$ cat src/rtl/lrr_pkg.sv
package lrr_pkg;

   localparam int RATE_W    = 3;
   localparam int NUM_RATES = 5;
   localparam int NUM_STEPS = 7;
   localparam int STEP_W    = $clog2(NUM_STEPS);

   // Output divider code for a rate: 2 = /4, 1 = /2, 0 = /1
   function automatic logic [2:0] div_code(input logic [RATE_W-1:0] r);
      case (r)
         3'd0:       return 3'd2;
         3'd1, 3'd2: return 3'd1;
         default:    return 3'd0;
      endcase
   endfunction

   // Rates that are not power-of-two fractions of the top rate
   function automatic logic per_lane(input logic [RATE_W-1:0] r);
      return (r == 3'd1) || (r == 3'd3);
   endfunction

   function automatic logic [8:0] step_addr(input int s);
      case (s)
         0:       return 9'h0A8;
         1:       return 9'h095;
         2:       return 9'h01D;
         3:       return 9'h029;
         4, 5:    return 9'h088;
         6:       return 9'h05E;
         default: return 9'h000;
      endcase
   endfunction

   function automatic logic [31:0] step_mask(input int s);
      case (s)
         0:       return 32'h00FF_FFFF;
         1:       return 32'h0000_0030;
         2:       return 32'h07FF_FFFF;
         3:       return 32'h0000_003C;
         4:       return 32'h0000_0007;
         5:       return 32'h0000_0070;
         6:       return 32'h0000_0003;
         default: return 32'h0000_0000;
      endcase
   endfunction

   function automatic logic [31:0] step_value(input int s, input logic [RATE_W-1:0] r,
                                              input logic dfe);
      logic [31:0] rz;
      rz = {29'd0, r};
      case (s)
         0:       return 32'h00C0_0040 + 32'h0000_0110 * rz;
         1:       return dfe ? 32'h0000_0030 : 32'h0000_0000;
         2:       return {5'd0, (dfe ? 4'b0111 : 4'b0000), 23'(32'h1A0 + 32'h20 * rz)};
         3:       return dfe ? 32'h0000_0008 : 32'h0000_0000;
         4:       return {29'd0, div_code(r)};
         5:       return {25'd0, div_code(r), 4'd0};
         6:       return per_lane(r) ? 32'h0000_0001 : 32'h0000_0002;
         default: return 32'h0000_0000;
      endcase
   endfunction

endpackage

$ cat src/rtl/lrr_step_rom.sv
module lrr_step_rom
   import lrr_pkg::*;
#(
   parameter int ADDR_W = 9,
   parameter int DATA_W = 32
)(
   input  logic [STEP_W-1:0] step,
   input  logic [RATE_W-1:0] rate,
   input  logic              dfe,
   output logic [ADDR_W-1:0] addr,
   output logic [DATA_W-1:0] mask,
   output logic [DATA_W-1:0] value
);

   if (ADDR_W < 9)  begin : g_bad_addr $error("lrr_step_rom: ADDR_W must be at least 9"); end
   if (DATA_W < 32) begin : g_bad_data $error("lrr_step_rom: DATA_W must be at least 32"); end

   logic [ADDR_W-1:0] tbl_addr [NUM_STEPS];
   logic [DATA_W-1:0] tbl_mask [NUM_STEPS];
   logic [DATA_W-1:0] tbl_val  [NUM_STEPS];

   for (genvar g = 0; g < NUM_STEPS; g++) begin : g_step
      assign tbl_addr[g] = ADDR_W'(step_addr(g));
      assign tbl_mask[g] = DATA_W'(step_mask(g));
      assign tbl_val[g]  = DATA_W'(step_value(g, rate, dfe));
   end

   always_comb begin
      addr  = '0;
      mask  = '0;
      value = '0;
      for (int i = 0; i < NUM_STEPS; i++) begin
         if (step == STEP_W'(i)) begin
            addr  = tbl_addr[i];
            mask  = tbl_mask[i];
            value = tbl_val[i];
         end
      end
   end

endmodule

$ cat src/rtl/lrr_rmw_engine.sv
module lrr_rmw_engine #(
   parameter int ADDR_W  = 9,
   parameter int DATA_W  = 32,
   parameter int TIMEOUT = 256
)(
   input  logic              clk,
   input  logic              rst_n,
   input  logic              start,
   input  logic [ADDR_W-1:0] addr_in,
   input  logic [DATA_W-1:0] mask_in,
   input  logic [DATA_W-1:0] val_in,
   output logic [ADDR_W-1:0] drp_addr,
   output logic [DATA_W-1:0] drp_di,
   output logic              drp_en,
   output logic              drp_we,
   input  logic [DATA_W-1:0] drp_do,
   input  logic              drp_rdy,
   output logic              finish,
   output logic              timeout
);

   if (TIMEOUT < 2) begin : g_bad_to $error("lrr_rmw_engine: TIMEOUT must be at least 2"); end

   localparam int CNT_W = $clog2(TIMEOUT);
   localparam logic [CNT_W-1:0] CNT_LAST = CNT_W'(TIMEOUT - 1);

   typedef enum logic [2:0] {E_IDLE, E_RD, E_RD_WAIT, E_WR, E_WR_WAIT} eng_e;

   eng_e              st;
   logic [ADDR_W-1:0] addr_q;
   logic [DATA_W-1:0] mask_q, val_q, wdata_q;
   logic [CNT_W-1:0]  cnt;

   assign drp_en   = (st == E_RD) || (st == E_WR);
   assign drp_we   = (st == E_WR);
   assign drp_addr = addr_q;
   assign drp_di   = wdata_q;

   always_ff @(posedge clk or negedge rst_n) begin
      if (!rst_n) begin
         st      <= E_IDLE;
         addr_q  <= '0;
         mask_q  <= '0;
         val_q   <= '0;
         wdata_q <= '0;
         cnt     <= '0;
         finish  <= 1'b0;
         timeout <= 1'b0;
      end else begin
         finish  <= 1'b0;
         timeout <= 1'b0;
         case (st)
            E_IDLE: if (start) begin
               addr_q <= addr_in;
               mask_q <= mask_in;
               val_q  <= val_in;
               st     <= E_RD;
            end
            E_RD: begin
               cnt <= '0;
               st  <= E_RD_WAIT;
            end
            E_RD_WAIT: begin
               if (drp_rdy) begin
                  wdata_q <= (drp_do & ~mask_q) | (val_q & mask_q);
                  st      <= E_WR;
               end else if (cnt == CNT_LAST) begin
                  timeout <= 1'b1;
                  st      <= E_IDLE;
               end else begin
                  cnt <= cnt + 1'b1;
               end
            end
            E_WR: begin
               cnt <= '0;
               st  <= E_WR_WAIT;
            end
            E_WR_WAIT: begin
               if (drp_rdy) begin
                  finish <= 1'b1;
                  st     <= E_IDLE;
               end else if (cnt == CNT_LAST) begin
                  timeout <= 1'b1;
                  st      <= E_IDLE;
               end else begin
                  cnt <= cnt + 1'b1;
               end
            end
            default: st <= E_IDLE;
         endcase
      end
   end

endmodule

$ cat src/rtl/lane_rate_retuner.sv
module lane_rate_retuner
   import lrr_pkg::*;
#(
   parameter int ADDR_W   = 9,
   parameter int DATA_W   = 32,
   parameter int TIMEOUT  = 256,
   parameter bit INIT_DFE = 1'b0
)(
   input  logic              clk,
   input  logic              rst_n,
   input  logic              req,
   input  logic [2:0]        req_rate,
   input  logic              req_dfe,
   output logic              busy,
   output logic              done,
   output logic              error,
   output logic [ADDR_W-1:0] drp_addr,
   output logic [DATA_W-1:0] drp_di,
   output logic              drp_en,
   output logic              drp_we,
   input  logic [DATA_W-1:0] drp_do,
   input  logic              drp_rdy,
   output logic              xcvr_rst_req,
   output logic              xcvr_rst_full,
   input  logic              xcvr_rst_done
);

   if (ADDR_W < 9)   begin : g_bad_addr $error("lane_rate_retuner: ADDR_W must be at least 9"); end
   if (DATA_W < 32)  begin : g_bad_data $error("lane_rate_retuner: DATA_W must be at least 32"); end
   if (TIMEOUT < 2)  begin : g_bad_to   $error("lane_rate_retuner: TIMEOUT must be at least 2"); end

   localparam logic [STEP_W-1:0] LAST_STEP = STEP_W'(NUM_STEPS - 1);
   localparam logic [RATE_W-1:0] MAX_RATE  = RATE_W'(NUM_RATES - 1);

   typedef enum logic [1:0] {S_IDLE, S_UPDATE, S_RESET, S_WAIT} seq_e;

   seq_e              st;
   logic [STEP_W-1:0] step_q;
   logic [RATE_W-1:0] rate_q;
   logic              dfe_q, cur_dfe;
   logic              start_q, done_q, err_q;

   logic [ADDR_W-1:0] rom_addr;
   logic [DATA_W-1:0] rom_mask, rom_val;
   logic              eng_finish, eng_timeout;

   lrr_step_rom #(.ADDR_W(ADDR_W), .DATA_W(DATA_W)) u_rom (
      .step  (step_q),
      .rate  (rate_q),
      .dfe   (dfe_q),
      .addr  (rom_addr),
      .mask  (rom_mask),
      .value (rom_val)
   );

   lrr_rmw_engine #(.ADDR_W(ADDR_W), .DATA_W(DATA_W), .TIMEOUT(TIMEOUT)) u_eng (
      .clk      (clk),
      .rst_n    (rst_n),
      .start    (start_q),
      .addr_in  (rom_addr),
      .mask_in  (rom_mask),
      .val_in   (rom_val),
      .drp_addr (drp_addr),
      .drp_di   (drp_di),
      .drp_en   (drp_en),
      .drp_we   (drp_we),
      .drp_do   (drp_do),
      .drp_rdy  (drp_rdy),
      .finish   (eng_finish),
      .timeout  (eng_timeout)
   );

   always_ff @(posedge clk or negedge rst_n) begin
      if (!rst_n) begin
         st      <= S_IDLE;
         step_q  <= '0;
         rate_q  <= '0;
         dfe_q   <= INIT_DFE;
         cur_dfe <= INIT_DFE;
         start_q <= 1'b0;
         done_q  <= 1'b0;
         err_q   <= 1'b0;
      end else begin
         start_q <= 1'b0;
         done_q  <= 1'b0;
         err_q   <= 1'b0;
         case (st)
            S_IDLE: if (req) begin
               if (req_rate > MAX_RATE) begin
                  err_q <= 1'b1;
               end else begin
                  rate_q  <= req_rate;
                  dfe_q   <= req_dfe;
                  step_q  <= '0;
                  start_q <= 1'b1;
                  st      <= S_UPDATE;
               end
            end
            S_UPDATE: begin
               if (eng_timeout) begin
                  err_q <= 1'b1;
                  st    <= S_IDLE;
               end else if (eng_finish) begin
                  if (step_q == LAST_STEP) begin
                     st <= S_RESET;
                  end else begin
                     step_q  <= step_q + 1'b1;
                     start_q <= 1'b1;
                  end
               end
            end
            S_RESET: st <= S_WAIT;
            S_WAIT: if (xcvr_rst_done) begin
               done_q  <= 1'b1;
               cur_dfe <= dfe_q;
               st      <= S_IDLE;
            end
            default: st <= S_IDLE;
         endcase
      end
   end

   assign busy          = (st != S_IDLE);
   assign done          = done_q;
   assign error         = err_q;
   assign xcvr_rst_req  = (st == S_RESET);
   assign xcvr_rst_full = (st == S_RESET) && (dfe_q != cur_dfe);

endmodule

$ cat config.mk
export PLATFORM = sky130hd
export DESIGN_NAME = lane_rate_retuner
export DESIGN_NICKNAME = d
export VERILOG_FILES = /design/src/rtl/lrr_pkg.sv /design/src/rtl/lrr_step_rom.sv /design/src/rtl/lrr_rmw_engine.sv /design/src/rtl/lane_rate_retuner.sv
export SDC_FILE = /design/constraint.sdc
export NUM_CORES = 1
export LEC_CHECK = 0
export BUFFER_PORTS_ARGS = -buffer_cell sky130_fd_sc_hd__buf_2
export CORE_MARGIN = 3
export CORE_UTILIZATION = 42
export DETAILED_ROUTE_END_ITERATION = 10
export PLACE_DENSITY_LB_ADDON = 0.08
export SLEW_MARGIN = 20
export SYNTH_ARGS = -nofsm -noshare
export SYNTH_HDL_FRONTEND = slang
export SYNTH_HIERARCHICAL = 1
export SYNTH_SLANG_ARGS = --single-unit
$ cat constraint.sdc
create_clock -name clk -period 2.5 [get_ports clk]
set_clock_uncertainty 0.05 [all_clocks]
set_input_delay 0.25 -clock clk [delete_from_list [all_inputs] [get_ports clk]]
set_output_delay 0.25 -clock clk [all_outputs]
set_load 0.02 [all_outputs]
==> results.tsv <==
stage	metric	value	unit
final_layout	drive_gt1_frac	0.355	
critical_path	cp_slowest_cell	dfrtp_1	
yosys	synth_area_leaders	dfrtp_1 (52%), mux2_2 (13%), buf_4 (5.8%), mux2i_1 (5.4%), a21oi_1 (3.8%)	
timing	final.setup.tns	0	ns
timing	rsz0062_at_grt	no	
timing	finalSetupViolations	0	
power	power_frac_comb	0.349	
floorplan	initial_core_util	0.432	
route	drc	0	
timing	fmax	472	MHz
yosys	syn_area	0.00631	mm²
route	first_pass_iters	4	
final_layout	fillCellCount	1362	
critical_path	start_kind	register	
timing	fin_crit	2.12	ns
power	p_leak	3.35	nW
place	preCtsSetupSlack	0.437	ns
timing	relSlewSlack	0.480	
route	via_count	3999	
power	power_density	1320	mW/mm²
yosys	synth_top_cell_by_area	dfrtp_1	
final_layout	ff_latch_area	0.00328	mm²
final_layout	final_common_cell	dfrtp_1	
yosys	synth_cell_types	59	
place	hpwlAfterDp	8170	µm
global_routing	grt_pass1_wl	19700	µm
route	wl_per_cell	15.1	µm
yosys	yosysWarnings	6	
timing	worst_pin_slew	0.780	ns
clock_network	cts.sinks	131	
worst_hold_path	hold_class	in2reg	
critical_path	slowest_delay	0.52	ns
critical_path	path_cells	nand2b_1 > inv_1 > and2_1 > buf_2	
power	p_seq_frac	0.397	
power	swShare	0.354	
final_layout	fin_nets	654	
yosys	ys_seq_area_frac	0.520	
final_layout	area_delta_synth_final	15.2	%
global_routing	grt_overflow_total	0	
yosys	synth.avg_cell_area	11.7	µm²
yosys	syn_inst	541	
place	gp_congestion	0.791	
timing	layout_setup_ws	0.381	ns
critical_path	r2r_start	u_eng/st[2]	
clock_network	root_buffer	clkbuf_16	
global_routing	grt_use_total	0.152	
clock_network	clkTransAtPathRegs	0.05	ns
place	portBuffers	88	
critical_path	path_delay_family	flip-flops	
critical_path	crit_path_max_fanout	14	
floorplan	io_pins	89	
flow_run	max-cap-violations	0	
global_routing	antenna_found_initial	0	
timing	layout_worst_path_cycle_share	0.848	
worst_hold_path	hp-start	req_dfe	
floorplan	die_w	129	µm
global_routing	grt_max_degree	63	
outcome	status	completed	
floorplan	rows	44	
clock_network	postCtsSetupRepairBufs	0	
route	wl	12100	µm
clock_network	htreeDepth	4	
clock_network	clock_path_buffers	2	
power	p_int	0.00620	W
yosys	synthArstFlopShare	1.00	
critical_path	worstPathArrival	1.82	ns
critical_path	worstSetupEndpointType	output port	
clock_network	cts_tree	yes	
critical_path	crit_required	2.20	ns
final_layout	multi_input_area	0.00256	mm²
yosys	yosys_most_used_dff	dfrtp_1	
critical_path	cp-startpoint	u_eng/st[2]	
yosys	synth_top_area_frac	0.520	
timing	final-hold-violation-count	0	
route	postRouteAntennaNets	0	
route	viasPerCell	4.99	
power	power_switching	0.00340	W
clock_network	clk_latency	0.41	ns
floorplan	core-area	0.0146	mm²
power	power_frac_clock	0.254	
floorplan	die_height	129	µm
final_layout	final_util	0.498	
critical_path	crit_buf_inv	2	
global_routing	first_global_vias	3950	
final_layout	layout_common_cells	dfrtp_1 (131), buf_2 (87), mux2_2 (75)	
route	drt_iter0_drc	200	
yosys	ys_ff_latch	131	
clock_network	ctsResizeCount	0	
timing	drv_slew	0	
yosys	synth-edff-count	0	
final_layout	diodes	0	
critical_path	path_class	reg2out	
clock_network	numCtsBuffers	17	
power	vdd_drop_max	0.539	mV
floorplan	die-area	0.0165	mm²
==> routing by layer <==
metal	wire, µm	track usage	vias to the layer above
met3	529	0.0428	11
met2	5870	0.247	72
li1	-	-	1942
met5	0	0	-
met4	170	0.0599	0
met1	5500	0.195	1974
==> cells in the mapped netlist, drive strengths merged (2+ instances only) <==
| master | count |
|---|---|
| a211o | 2 |
| a211oi | 4 |
| a21oi | 49 |
| a311oi | 2 |
| and2 | 3 |
| and3 | 5 |
| buf | 65 |
| clkbuf | 10 |
| dfrtp | 131 |
| ha | 9 |
| inv | 15 |
| mux2 | 78 |
| mux2i | 34 |
| nand2 | 16 |
| nand2b | 4 |
| nand3 | 7 |
| nand4 | 3 |
| nor2 | 47 |
| nor2b | 5 |
| nor3 | 4 |
| nor3b | 2 |
| nor4b | 3 |
| o211ai | 2 |
| o21ai | 10 |
| o41ai | 3 |
| or2 | 3 |
| or3 | 5 |
| or3b | 2 |
| xnor2 | 2 |
==> what timing repair did <==
| action | in CTS | in global routing |
|---|---|---|
| endpoints found under the hold margin | 56 | 0 |
| hold buffers | 1 | 0 |
| endpoints found under the setup margin | 0 | 0 |
==> flip-flops by register name (all words and copies together) (netlist names), 3 cells and up, named ones only <==
name,count
u_eng/drp_di,32
u_eng/mask_q,32
u_eng/val_q,32
u_eng/drp_addr,9
u_eng/cnt,8
rate_q,3
step_q,3
u_eng/st,3
==> logic make-up (layout without fill, tap and decap cells) <==
logic type	count (synthesis)	in the layout	synth area share
other	1	24	0.000594
buffers and inverters	90	143	0.0891
DFF	131	131	0.520
adders and majority gates	9	9	0.0179
AOI/OAI and AO/OA	81	81	0.0791
xor gates and xnor gates	3	3	0.00417
muxes	112	112	0.195
and+or+nand+nor	114	114	0.0946
==> area by class of cell <==
type                            count  share of cell area
Multi-Input combinational cell    343               0.353
Timing Repair Buffer               96              0.0753
Sequential cell                   131               0.451
Tap cell                          184              0.0317
Clock inverter                      9              0.0141
Inverter                           15             0.00775
Clock buffer                       23              0.0672
==> through the flow <==
stage	power [W]	instances	hold WS [ns]	cell area, µm²
2_1_floorplan	0.00657	564	-0.0956	6390
3_3_place_gp	0.00713	768	0.208	6660
3_5_place_dp	0.00725	768	0.213	6660
4_1_cts	0.00974	801	0.00530	7260
5_1_grt	0.0103	801	0.0132	7260
6_report	0.00960	801	0.0255	7260
==> final timing paths <==
check	endpoint	slack [ns]	depth (start not counted)
max in group asynchronous	rate_q[2]	1.29	3
hold reg to reg	u_eng/drp_addr[8]	0.45	1
hold / removal	dfe_q	0.03	2
min in group asynchronous	u_eng/mask_q[10]	0.33	2
setup reg to reg	u_eng/cnt[7]	0.42	4
setup / recovery	drp_we	0.38	4
==> power groups by stage <==
stage	sequential, W	combinational, W	clock, W
floorplan	0.00398	0.00259	0
global placement	0.00381	0.00332	0
detailed placement	0.00387	0.00339	0
CTS	0.00383	0.00340	0.00251
global route	0.00397	0.00370	0.00261
finish	0.00381	0.00335	0.00244
Power figures use the tool's default switching activity.
